===== config.mk =====
export PLATFORM = sky130hd
export DESIGN_NAME = pswallow_divider
export DESIGN_NICKNAME = d
export VERILOG_FILES = /design/src/rtl/pswallow_pkg.sv /design/src/rtl/pre_div.sv /design/src/rtl/swallow_ctl.sv /design/src/rtl/ref_div.sv /design/src/rtl/pswallow_divider.sv
export SDC_FILE = /design/constraint.sdc
export NUM_CORES = 1
export LEC_CHECK = 0
export ABC_CLOCK_PERIOD_IN_PS = 3850
export BUFFER_PORTS_ARGS = -buffer_cell sky130_fd_sc_hd__buf_4
export CAP_MARGIN = 20
export CORE_AREA = 3 3 56 71
export CTS_BUF_LIST = sky130_fd_sc_hd__clkbuf_8 sky130_fd_sc_hd__clkbuf_16
export CTS_CLUSTER_SIZE = 8
export DETAILED_ROUTE_END_ITERATION = 8
export DIE_AREA = 0 0 59 74
export PLACE_DENSITY = 0.76
export SKIP_LAST_GASP = 1
export SLEW_MARGIN = 0
export SYNTH_ARGS = -nofsm -noshare
export SYNTH_HDL_FRONTEND = slang
export SYNTH_SLANG_ARGS = --single-unit

===== constraint.sdc =====
create_clock -name clk -period 3.85 [get_ports clk]
set_input_delay 0.1925 -clock clk [delete_from_list [all_inputs] [get_ports clk]]
set_output_delay 0.1925 -clock clk [all_outputs]
set_load 0.02 [all_outputs]

===== src/rtl/pswallow_pkg.sv =====
// Shared defaults and the monitor select encoding for the pulse-swallow divider.
package pswallow_pkg;
    parameter int DEF_M_W    = 9;   // main counter width
    parameter int DEF_A_W    = 4;   // swallow counter width
    parameter int DEF_R_W    = 6;   // reference counter width
    parameter int DEF_BASE   = 10;  // lower prescaler modulus (upper is +1)

    typedef enum logic [1:0] {
        MON_OFF  = 2'b00,
        MON_MSEL = 2'b01,
        MON_TICK = 2'b10,
        MON_RSV  = 2'b11
    } mon_sel_e;
endpackage


===== src/rtl/pre_div.sv =====
// Dual-modulus prescaler: divides the clock by BASE or BASE+1 per cycle.
// Assumes mod11_next is valid whenever tick is high; bypass forces a tick
// every clock so the next stage sees the undivided input.
module pre_div #(
    parameter int BASE = 10,
    localparam int PC_W = $clog2(BASE + 1)
) (
    input  logic clk,
    input  logic rst_n,
    input  logic bypass,
    input  logic mod11_next,
    output logic tick,
    output logic msel
);
    logic [PC_W-1:0] pcnt;

    // Prescaler cycle ends when the down-counter reaches zero or in bypass.
    assign tick = bypass || (pcnt == '0);

    // Reload the cycle length at each tick, otherwise count down.
    always_ff @(posedge clk) begin
        if (!rst_n) begin
            pcnt <= '0;
            msel <= 1'b0;
        end else if (tick) begin
            pcnt <= mod11_next ? PC_W'(BASE) : PC_W'(BASE - 1);
            msel <= mod11_next;
        end else begin
            pcnt <= pcnt - PC_W'(1);
        end
    end
endmodule


===== src/rtl/swallow_ctl.sv =====
// Main and swallow counters. Counts prescaler ticks, decides the modulus of
// the next prescaler cycle and captures new settings only at main reload.
// Assumes M >= 1 and A <= M + 1 for the ratio to hold.
module swallow_ctl #(
    parameter int M_W = 9,
    parameter int A_W = 4
) (
    input  logic           clk,
    input  logic           rst_n,
    input  logic           tick,
    input  logic           msel,
    input  logic [M_W-1:0] m_in,
    input  logic [A_W-1:0] a_in,
    input  logic           byp_in,
    output logic           reload,
    output logic           bypass_q,
    output logic           mod11_next
);
    logic [M_W-1:0] mcnt;
    logic [A_W-1:0] acnt;
    logic [A_W-1:0] acnt_dec;

    // Swallow count after this prescaler cycle, saturating at zero.
    assign acnt_dec = (acnt != '0) ? acnt - A_W'(1) : '0;
    // Main period ends on the tick that finds the main counter at zero.
    assign reload = tick && (mcnt == '0);
    // Modulus of the prescaler cycle that starts after this tick.
    assign mod11_next = reload ? (!byp_in && (a_in != '0)) : (acnt_dec != '0);

    // Counter update: capture settings at reload, step on each tick.
    always_ff @(posedge clk) begin
        if (!rst_n) begin
            mcnt     <= '0;
            acnt     <= '0;
            bypass_q <= 1'b0;
        end else if (reload) begin
            mcnt     <= m_in;
            acnt     <= byp_in ? '0 : a_in;
            bypass_q <= byp_in;
        end else if (tick) begin
            mcnt <= mcnt - M_W'(1);
            acnt <= acnt_dec;
        end
    end

    a_r2_msel_swallow: assert property (@(posedge clk) disable iff (!rst_n)
        msel == (acnt != '0))
        else $error("R2: prescaler modulus disagrees with swallow count");
    a_r3_bypass_no_swallow: assert property (@(posedge clk) disable iff (!rst_n)
        bypass_q |-> (!msel && acnt == '0))
        else $error("R3: swallowing while bypassed");
    a_r4_mode_hold: assert property (@(posedge clk) disable iff (!rst_n)
        !reload |=> $stable(bypass_q))
        else $error("R4: mode changed outside reload");
    a_r7_reload_single: assert property (@(posedge clk) disable iff (!rst_n)
        (reload && m_in != '0) |=> !reload)
        else $error("R7: reload lasted more than one cycle");
endmodule


===== src/rtl/ref_div.sv =====
// Reference divider: one terminal pulse per R+1 reference strobes.
// R = 0 passes every strobe. A new R is taken at the terminal strobe.
module ref_div #(
    parameter int R_W = 6
) (
    input  logic           clk,
    input  logic           rst_n,
    input  logic           ref_pulse,
    input  logic [R_W-1:0] r_in,
    output logic           term
);
    logic [R_W-1:0] rcnt;

    // Terminal strobe: a reference strobe while the counter sits at zero.
    assign term = rst_n && ref_pulse && (rcnt == '0);

    // Count strobes down, reload from the setting at the terminal strobe.
    always_ff @(posedge clk) begin
        if (!rst_n) begin
            rcnt <= '0;
        end else if (ref_pulse) begin
            rcnt <= (rcnt == '0) ? r_in : rcnt - R_W'(1);
        end
    end

    a_r5_fc_spacing: assert property (@(posedge clk) disable iff (!rst_n)
        (term && r_in != '0) |=> !term)
        else $error("R5: reference terminal repeated");
endmodule


===== src/rtl/pswallow_divider.sv =====
// Top of the pulse-swallow divider: prescaler, swallow/main counters,
// reference counter, output gating and monitor mux.
// Assumes ref_pulse is a single-cycle strobe synchronous to clk.
module pswallow_divider
    import pswallow_pkg::*;
#(
    parameter int M_W  = DEF_M_W,
    parameter int A_W  = DEF_A_W,
    parameter int R_W  = DEF_R_W,
    parameter int BASE = DEF_BASE
) (
    input  logic           clk,
    input  logic           rst_n,
    input  logic           pre_en_n,
    input  logic [M_W-1:0] m_val,
    input  logic [A_W-1:0] a_val,
    input  logic [R_W-1:0] r_val,
    input  logic           ref_pulse,
    input  logic [1:0]     mon_sel,
    input  logic           out_dis,
    output logic           fp,
    output logic           fc,
    output logic           msel,
    output logic           pre_out,
    output logic           dout
);
    logic     tick;
    logic     reload;
    logic     bypass_q;
    logic     mod11_next;
    logic     ref_term;
    logic     fp_q;
    mon_sel_e sel;

    pre_div #(.BASE(BASE)) u_pre (
        .clk        (clk),
        .rst_n      (rst_n),
        .bypass     (bypass_q),
        .mod11_next (mod11_next),
        .tick       (tick),
        .msel       (msel)
    );

    swallow_ctl #(.M_W(M_W), .A_W(A_W)) u_ctl (
        .clk        (clk),
        .rst_n      (rst_n),
        .tick       (tick),
        .msel       (msel),
        .m_in       (m_val),
        .a_in       (a_val),
        .byp_in     (pre_en_n),
        .reload     (reload),
        .bypass_q   (bypass_q),
        .mod11_next (mod11_next)
    );

    ref_div #(.R_W(R_W)) u_ref (
        .clk       (clk),
        .rst_n     (rst_n),
        .ref_pulse (ref_pulse),
        .r_in      (r_val),
        .term      (ref_term)
    );

    // Register the main pulse so fp is clean for one cycle per period.
    always_ff @(posedge clk) begin
        if (!rst_n) fp_q <= 1'b0;
        else        fp_q <= reload;
    end

    // Output gating for the two divided outputs.
    assign fp      = fp_q && !out_dis;
    assign fc      = ref_term && !out_dis;
    assign pre_out = tick;
    assign sel     = mon_sel_e'(mon_sel);

    // Monitor source selection.
    always_comb begin
        unique case (sel)
            MON_MSEL: dout = msel;
            MON_TICK: dout = tick;
            default:  dout = 1'b0;
        endcase
    end

    a_r9_outputs_quiet: assert property (@(posedge clk) disable iff (!rst_n)
        out_dis |-> (!fp && !fc))
        else $error("R9: output active while disabled");
endmodule


==> flow_metrics.env, run 1 <==
export IMPL_fin_crit_ns=3.06
export IMPL_cp_data_arrival_time_ns=2.87
export IMPL_die_y_um=74
export IMPL_grt_ovfl_total=0
export IMPL_synth_top_family_by_area="compound AO/OA/AOI/OAI gates"
export IMPL_ys_ff_latch=26
export IMPL_nFillCells=341
export IMPL_syn_inst=180
export IMPL_ys_seq_area_share_pct=35.0
export IMPL_cts_setup_buffers=0
export IMPL_clock_sinks=26
export IMPL_setup_ws_ns=0.790
export IMPL_slew_headroom_pct=28.5
export IMPL_worst_slew_pin_slew_ns=1.07
export IMPL_numCtsBuffers=3
export IMPL_r2r_start="u_pre.pcnt[0]$_SDFF_PN0_"
export IMPL_cts_resized=0
export IMPL_antenna_found_initial=0
export IMPL_gp_congestion=0.766
export IMPL_min_from="r_val[1]"
export IMPL_synth_edf_count=0
export IMPL_drc=0
export IMPL_combPwrFrac_pct=56.5
export IMPL_drv_slew=0
export IMPL_synthXorXnorAreaFrac_pct=1.18
export IMPL_drv_cap=0
export IMPL_synth_fp_nets=212
export IMPL_clk_pin_slew_ns=0.08
export IMPL_htree_levels=1
export IMPL_drive_gt1_share_pct=22.3
export IMPL_nets=239
export IMPL_syn_cell_area_um2=1490
export IMPL_grt_pass1_wl_mm=5.66
export IMPL_diodes=0
export IMPL_hold_viol_final=0
export IMPL_worstPathCellList="inv_1 > ha_1 > nor3b_1 > nor2_1 > inv_1 > a22oi_1 > nor2_1 > buf_4"
export IMPL_synth_mux_area_share_pct=4.04
export IMPL_cpPeakStageDelay_ns=0.81
export IMPL_start_kind="flip-flop"
export IMPL_pre_cts_ws_ns=1.15
export IMPL_yosys_cell_types_count=40
export IMPL_p_sw_share_pct=44.1
export IMPL_dpl_hpwl_mm=2.55
export IMPL_cp_num_buf_inv=3
export IMPL_synth_compound_area_share_pct=26.0
export IMPL_netlist_area_leader_share_pct=35.0
export IMPL_drtIter0Drc=56
export IMPL_synth_simple_area_share_pct=22.1
export IMPL_irDropWorstVdd_v=0.000548
export IMPL_die_w_um=59
export IMPL_fp_row_count=24
export IMPL_grt_max_degree=18
export IMPL_track_usage_pct=16.4
export IMPL_powerDensity_nw_per_um2=778
export IMPL_avgSynthCellArea_um2=8.26
export IMPL_path_max_fanout=15
export IMPL_coreArea_um2=3420
export IMPL_synth_ff_type="dfxtp_1"
export IMPL_clkLatencyLatePin_ns=0.27
export IMPL_yosys_top_cells_count="dfxtp_1 (26), nor2_1 (16), inv_1 (15)"
export IMPL_ys_warn_count=0
export IMPL_vias=1401
export IMPL_cp_top_family="simple AND/OR/NAND/NOR gates"
export IMPL_total_leakage_power_nw=0.765
export IMPL_first_global_vias=1279
export IMPL_cts_root_buffer="clkbuf_8"
export IMPL_worstPathRequired_ns=3.66
export IMPL_max_freq_mhz=327
export IMPL_startpoint="u_pre.pcnt[0]$_SDFF_PN0_"
export IMPL_path_class="reg2out"
export IMPL_io_pins=31
export IMPL_end_kind="output pin"
export IMPL_area_growth_pct=20.7
export IMPL_avgRoutedWirePerCell_um=14.4
export IMPL_min_delay_path_class="in2reg"
export IMPL_crit_slowest_cell="nor2_1"
export IMPL_rsz0062_at_grt="false"
export IMPL_pwr_share_seq_pct=31.0
export IMPL_firstDrtPassIters=5
export IMPL_fin_crit_sh_pct=79.5
export IMPL_async_flop_share_pct=0
export IMPL_ys_top_cells_by_area="dfxtp_1 (35%), ha_1 (5.1%), a21oi_1 (4.7%)"
export IMPL_ant_nets=0
export IMPL_drt_total_wl_mm=3.52
export IMPL_switchingPower_w=0.000616
export IMPL_initial_core_util_pct=43.4
export IMPL_die_area_um2=4370
export IMPL_clockPowerShare_pct=12.6
export IMPL_clock_skew_ns=0.00321
export IMPL_setup_viol=0
export IMPL_synth_fa_ha_area_share_pct=5.05
export IMPL_p_int_w=0.000780
export IMPL_yosysMostFrequentCell="dfxtp_1"
export IMPL_tritoncts="built"
export IMPL_yosysTopAreaCell="dfxtp_1"
export IMPL_io_buffers=30
export IMPL_viasPerCell=5.72
export IMPL_cts_buffer_depth=2
export IMPL_outcome="completed"
export IMPL_tns_ns=0
export IMPL_cts_hold_buffers=0
cells in the final DEF, fill, tap and decap left out, types with 2 or more instances in the layout:
master    Yosys  final
a211oi_1      2      2
a21oi_1      14     14
a31oi_1       5      5
a41o_1        2      2
a41oi_1       4      4
buf_4         0     32
clkbuf_8      0      4
dfxtp_1      26     26
ha_1          6      6
inv_1        15     15
mux2i_1       6      6
nand2_1      11     11
nand3_1       7      7
nor2_1       16     16
nor2b_1       4      4
nor3_1        6      6
nor4b_2       2      2
o21a_1        4      4
o21ai_0       6      6
o221a_2       4      4
o22ai_1       2      2
o31ai_1       2      2
o32ai_1       3      3
or3_1         5      5
xnor2_1       2      2
cell families (layout without fill, tap and decap cells):
logic type | Yosys count | count (layout)
AO/OA/AOI/OAI | 54 | 54
XOR/XNOR | 2 | 2
adder cells (fa/ha/maj) | 6 | 6
buffers and inverters | 25 | 51
flip-flops | 26 | 26
multiplexers | 6 | 6
AND/OR/NAND/NOR | 61 | 61
sequential cells by signal, indices dropped and copies added (netlist names):
signal	flops
u_pre.pcnt	4
u_ctl.bypass_q	1
u_ctl.acnt	4
fp_q	1
u_ctl.mcnt	9
u_pre.msel	1
u_ref.rcnt	6
worst min-delay path, stage by stage:
cell     delay, ns
buf_4         0.11
nand2_1       0.04
a31oi_1       0.06
power by group through the flow:
stage	logic, W	clock network (W)	registers, W
6_report	0.000788	0.000175	0.000432
4_1_cts	0.000783	0.000176	0.000430
5_1_grt	0.000866	0.000187	0.000446
3_3_place_gp	0.000768	0	0.000435
2_1_floorplan	0.000608	0	0.000417
3_5_place_dp	0.000776	0	0.000435
final timing paths:
check                          endpoint  slack, ns  cells after the start
max reg2reg  u_ctl.mcnt[3]$_SDFFE_PN0P_       1.17                      7
max                                dout       0.79                      8
min reg2reg  u_ref.rcnt[3]$_SDFFE_PN0P_       0.49                      2
min          u_ref.rcnt[1]$_SDFFE_PN0P_       0.18                      3
stage by stage:
stage / hold WS [ns] / cells / instance area, um2 / utilization, % / total power, W
global route: 0.192 / 245 / 1790 / 52.4 / 0.00150
detailed placement: 0.467 / 241 / 1740 / 50.8 / 0.00121
CTS: 0.181 / 245 / 1790 / 52.4 / 0.00139
floorplan: 0.345 / 180 / 1490 / - / 0.00102
finish: 0.178 / 245 / 1790 / 52.4 / 0.00140
global placement: 0.467 / 241 / 1740 / 50.8 / 0.00120
cell type report:
type                    instances  area, um2  share of cell area (%)
clock buffers                   4       55.1                    3.07
inverters                      15       56.3                    3.14
multi-input cells             129        873                    48.7
flip-flops and latches         26        520                    29.0
repair buffers                 32        240                    13.4
well taps                      39       48.8                    2.72
per-layer routing:
layer | vias up | GRT usage, % | share of wire [%]
met5 | - | 0 | 0
met4 | 0 | 6.05 | 1.4
met3 | 4 | 2.08 | 3.7
met2 | 32 | 28.0 | 50
met1 | 648 | 20.9 | 45
li1 | 717 | - | -
No activity file was read; power rests on OpenSTA's default activity.
==> run 2: changes to the inputs <==
Settings changed: ABC_CLOCK_PERIOD_IN_PS 3850 to 2500, PLACE_DENSITY 0.76 to 0.79.
Clock period 3.85 ns to 2.5 ns, I/O delays scaled along.
==> run 2 against run 1 <==
Critical path depth is the same. Clock skew shrank 0.0020 ns. Sequential power grew 53%. Routed wire length shrank 0.63%. Highest routed layer unchanged. Worst setup slack lost 0.44 ns. Non-clock buffer count grew 1. Core utilization grew 0.69 points. Die area is the same. Critical endpoint unchanged. Sequential share of layout area shrank 0.38 points.
==> flow_metrics.env, run 2 (same netlist as run 1, synthesis figures left out) <==
export IMPL_slew_headroom_pct=68.4
export IMPL_fin_crit_sh_pct=85.9
export IMPL_regMostFlops="u_ctl.mcnt"
export IMPL_avgRoutedWirePerCell_um=14.2
export IMPL_worstPathRequired_ns=2.38
export IMPL_nets=240
export IMPL_top_regs="u_ctl.mcnt (9), u_ref.rcnt (6)"
export IMPL_cp_data_arrival_time_ns=2.02
export IMPL_diodes=0
export IMPL_pwr_share_seq_pct=29.7
export IMPL_io_buffers=30
export IMPL_p_sw_share_pct=42.2
export IMPL_track_usage_pct=17.2
export IMPL_mostFrequentLayoutCell="buf_4"
export IMPL_gp_congestion=0.826
export IMPL_nFillCells=346
export IMPL_postPlaceCellArea_um2=1750
export IMPL_p_int_w=0.00129
export IMPL_area_growth_pct=22.3
export IMPL_dpl_hpwl_mm=2.58
export IMPL_numCtsBuffers=3
export IMPL_max_freq_mhz=466
export IMPL_cts_buffer_depth=2
export IMPL_coreArea_um2=3420
export IMPL_switchingPower_w=0.000941
export IMPL_htree_levels=1
export IMPL_pre_cts_ws_ns=0.569
export IMPL_tns_ns=0
export IMPL_drv_slew=0
export IMPL_setup_viol=0
export IMPL_rsz0062_at_grt="false"
export IMPL_total_leakage_power_nw=0.776
export IMPL_grt_max_degree=18
export IMPL_ant_nets=0
export IMPL_routed_top_layer="met4"
export IMPL_worst_slew_pin_slew_ns=0.473
export IMPL_powerDensity_nw_per_um2=1230
export IMPL_path_max_fanout=14
export IMPL_grt_ovfl_total=0
export IMPL_path_class="reg2out"
export IMPL_tritoncts="built"
export IMPL_cts_hold_buffers=0
export IMPL_cts_setup_buffers=0
export IMPL_report_power_total_w=0.00223
export IMPL_drtIter0Drc=41
export IMPL_antenna_found_initial=0
export IMPL_clk_pin_slew_ns=0.09
export IMPL_combPwrFrac_pct=54.3
export IMPL_met2WireLength_mm=1.92
export IMPL_wl_met1_mm=1.37
export IMPL_clock_sinks=26
export IMPL_drv_cap=0
export IMPL_initial_core_util_pct=43.4
export IMPL_drt_total_wl_mm=3.50
export IMPL_die_area_um2=4370
export IMPL_final_core_util_pct=53.1
export IMPL_end_kind="output pin"
export IMPL_drc=0
export IMPL_outcome="completed"
export IMPL_regArea_um2=520
export IMPL_firstDrtPassIters=4
export IMPL_largest_reg_flops=9
export IMPL_fin_crit_ns=2.15
export IMPL_cts_resized=0
export IMPL_final_cell_mix="buf_4 (33), dfxtp_1 (26), nor2_1 (16)"
export IMPL_start_kind="flip-flop"
export IMPL_first_global_vias=1389
export IMPL_die_y_um=74
export IMPL_viasPerCell=5.84
export IMPL_cts_root_buffer="clkbuf_8"
export IMPL_grt_pass1_wl_mm=5.83
export IMPL_min_delay_path_class="in2reg"
export IMPL_fp_row_count=24
export IMPL_irDropWorstVdd_v=0.000606
export IMPL_setup_ws_ns=0.353
export IMPL_die_w_um=59
export IMPL_io_pins=31
export IMPL_clkLatencyLatePin_ns=0.28
export IMPL_clock_skew_ns=0.00123
export IMPL_wl_met3_um=129
export IMPL_clockPowerShare_pct=16.1
export IMPL_hold_viol_final=0
export IMPL_multi_input_area_um2=873
export IMPL_vias=1436
export IMPL_stdcell_area_um2=1820
export IMPL_drive_gt1_share_pct=22.7
[run 2: changes by cell type in the layout (fill, tap and decap cells not counted), sizes merged]
cell    previous run  this run
bufinv             0         1
buf               32        33
clkbuf             4         3
[run 2: critical path, stage by stage (launching register included)]
cell and delay [ns]:
dfxtp_1 0.33, inv_1 0.05, ha_1 0.17, nor3b_1 0.35, nor2_1 0.10, inv_1 0.36
a22oi_1 0.13, nor2_1 0.11, buf_4 0.14
[run 2: power by group through the flow]
stage | Combinational [W] | Sequential (W) | Clock [W]
5_1_grt | 0.00134 | 0.000683 | 0.000378
3_5_place_dp | 0.00120 | 0.000668 | 0
4_1_cts | 0.00121 | 0.000661 | 0.000361
2_1_floorplan | 0.000937 | 0.000641 | 0
6_report | 0.00121 | 0.000662 | 0.000358
3_3_place_gp | 0.00118 | 0.000665 | 0
[run 2: path summary, 6_finish.rpt]
kind / slack (ns) / endpoint / cells after the start / from
worst min-delay path: 0.10 / u_ref.rcnt[1]$_SDFFE_PN0P_ / 3 / r_val[1]
worst max register to register: 0.54 / u_ctl.bypass_q$_SDFFE_PN0P_ / 6 / u_ctl.mcnt[0]$_SDFFE_PN0P_
worst max-delay path: 0.35 / dout / 8 / u_pre.pcnt[0]$_SDFF_PN0_
worst min register to register: 0.49 / u_ref.rcnt[3]$_SDFFE_PN0P_ / 2 / u_ref.rcnt[3]$_SDFFE_PN0P_
[run 2: metal layers]
layer	vias to the layer above	global-route usage, %
met5	-	0
met4	0	8.31
met3	7	2.95
met2	23	32.6
met1	685	17.8
li1	721	-
[run 2: area by class of cell]
class / count / share of cell area, %
timing repair buffer: 33 / 13.6
clock inverter: 1 / 1.65
clock buffer: 3 / 2.27
multi-input combinational: 129 / 48.0
tap: 39 / 2.68
inverter: 15 / 3.10
sequential: 26 / 28.6
[run 2: per-stage QoR]
step,std cells,hold slack [ns]
after floorplan,180,0.278
after global placement,242,0.398
after detailed placement,242,0.401
after CTS,246,0.100
after global routing,246,0.108
final,246,0.101
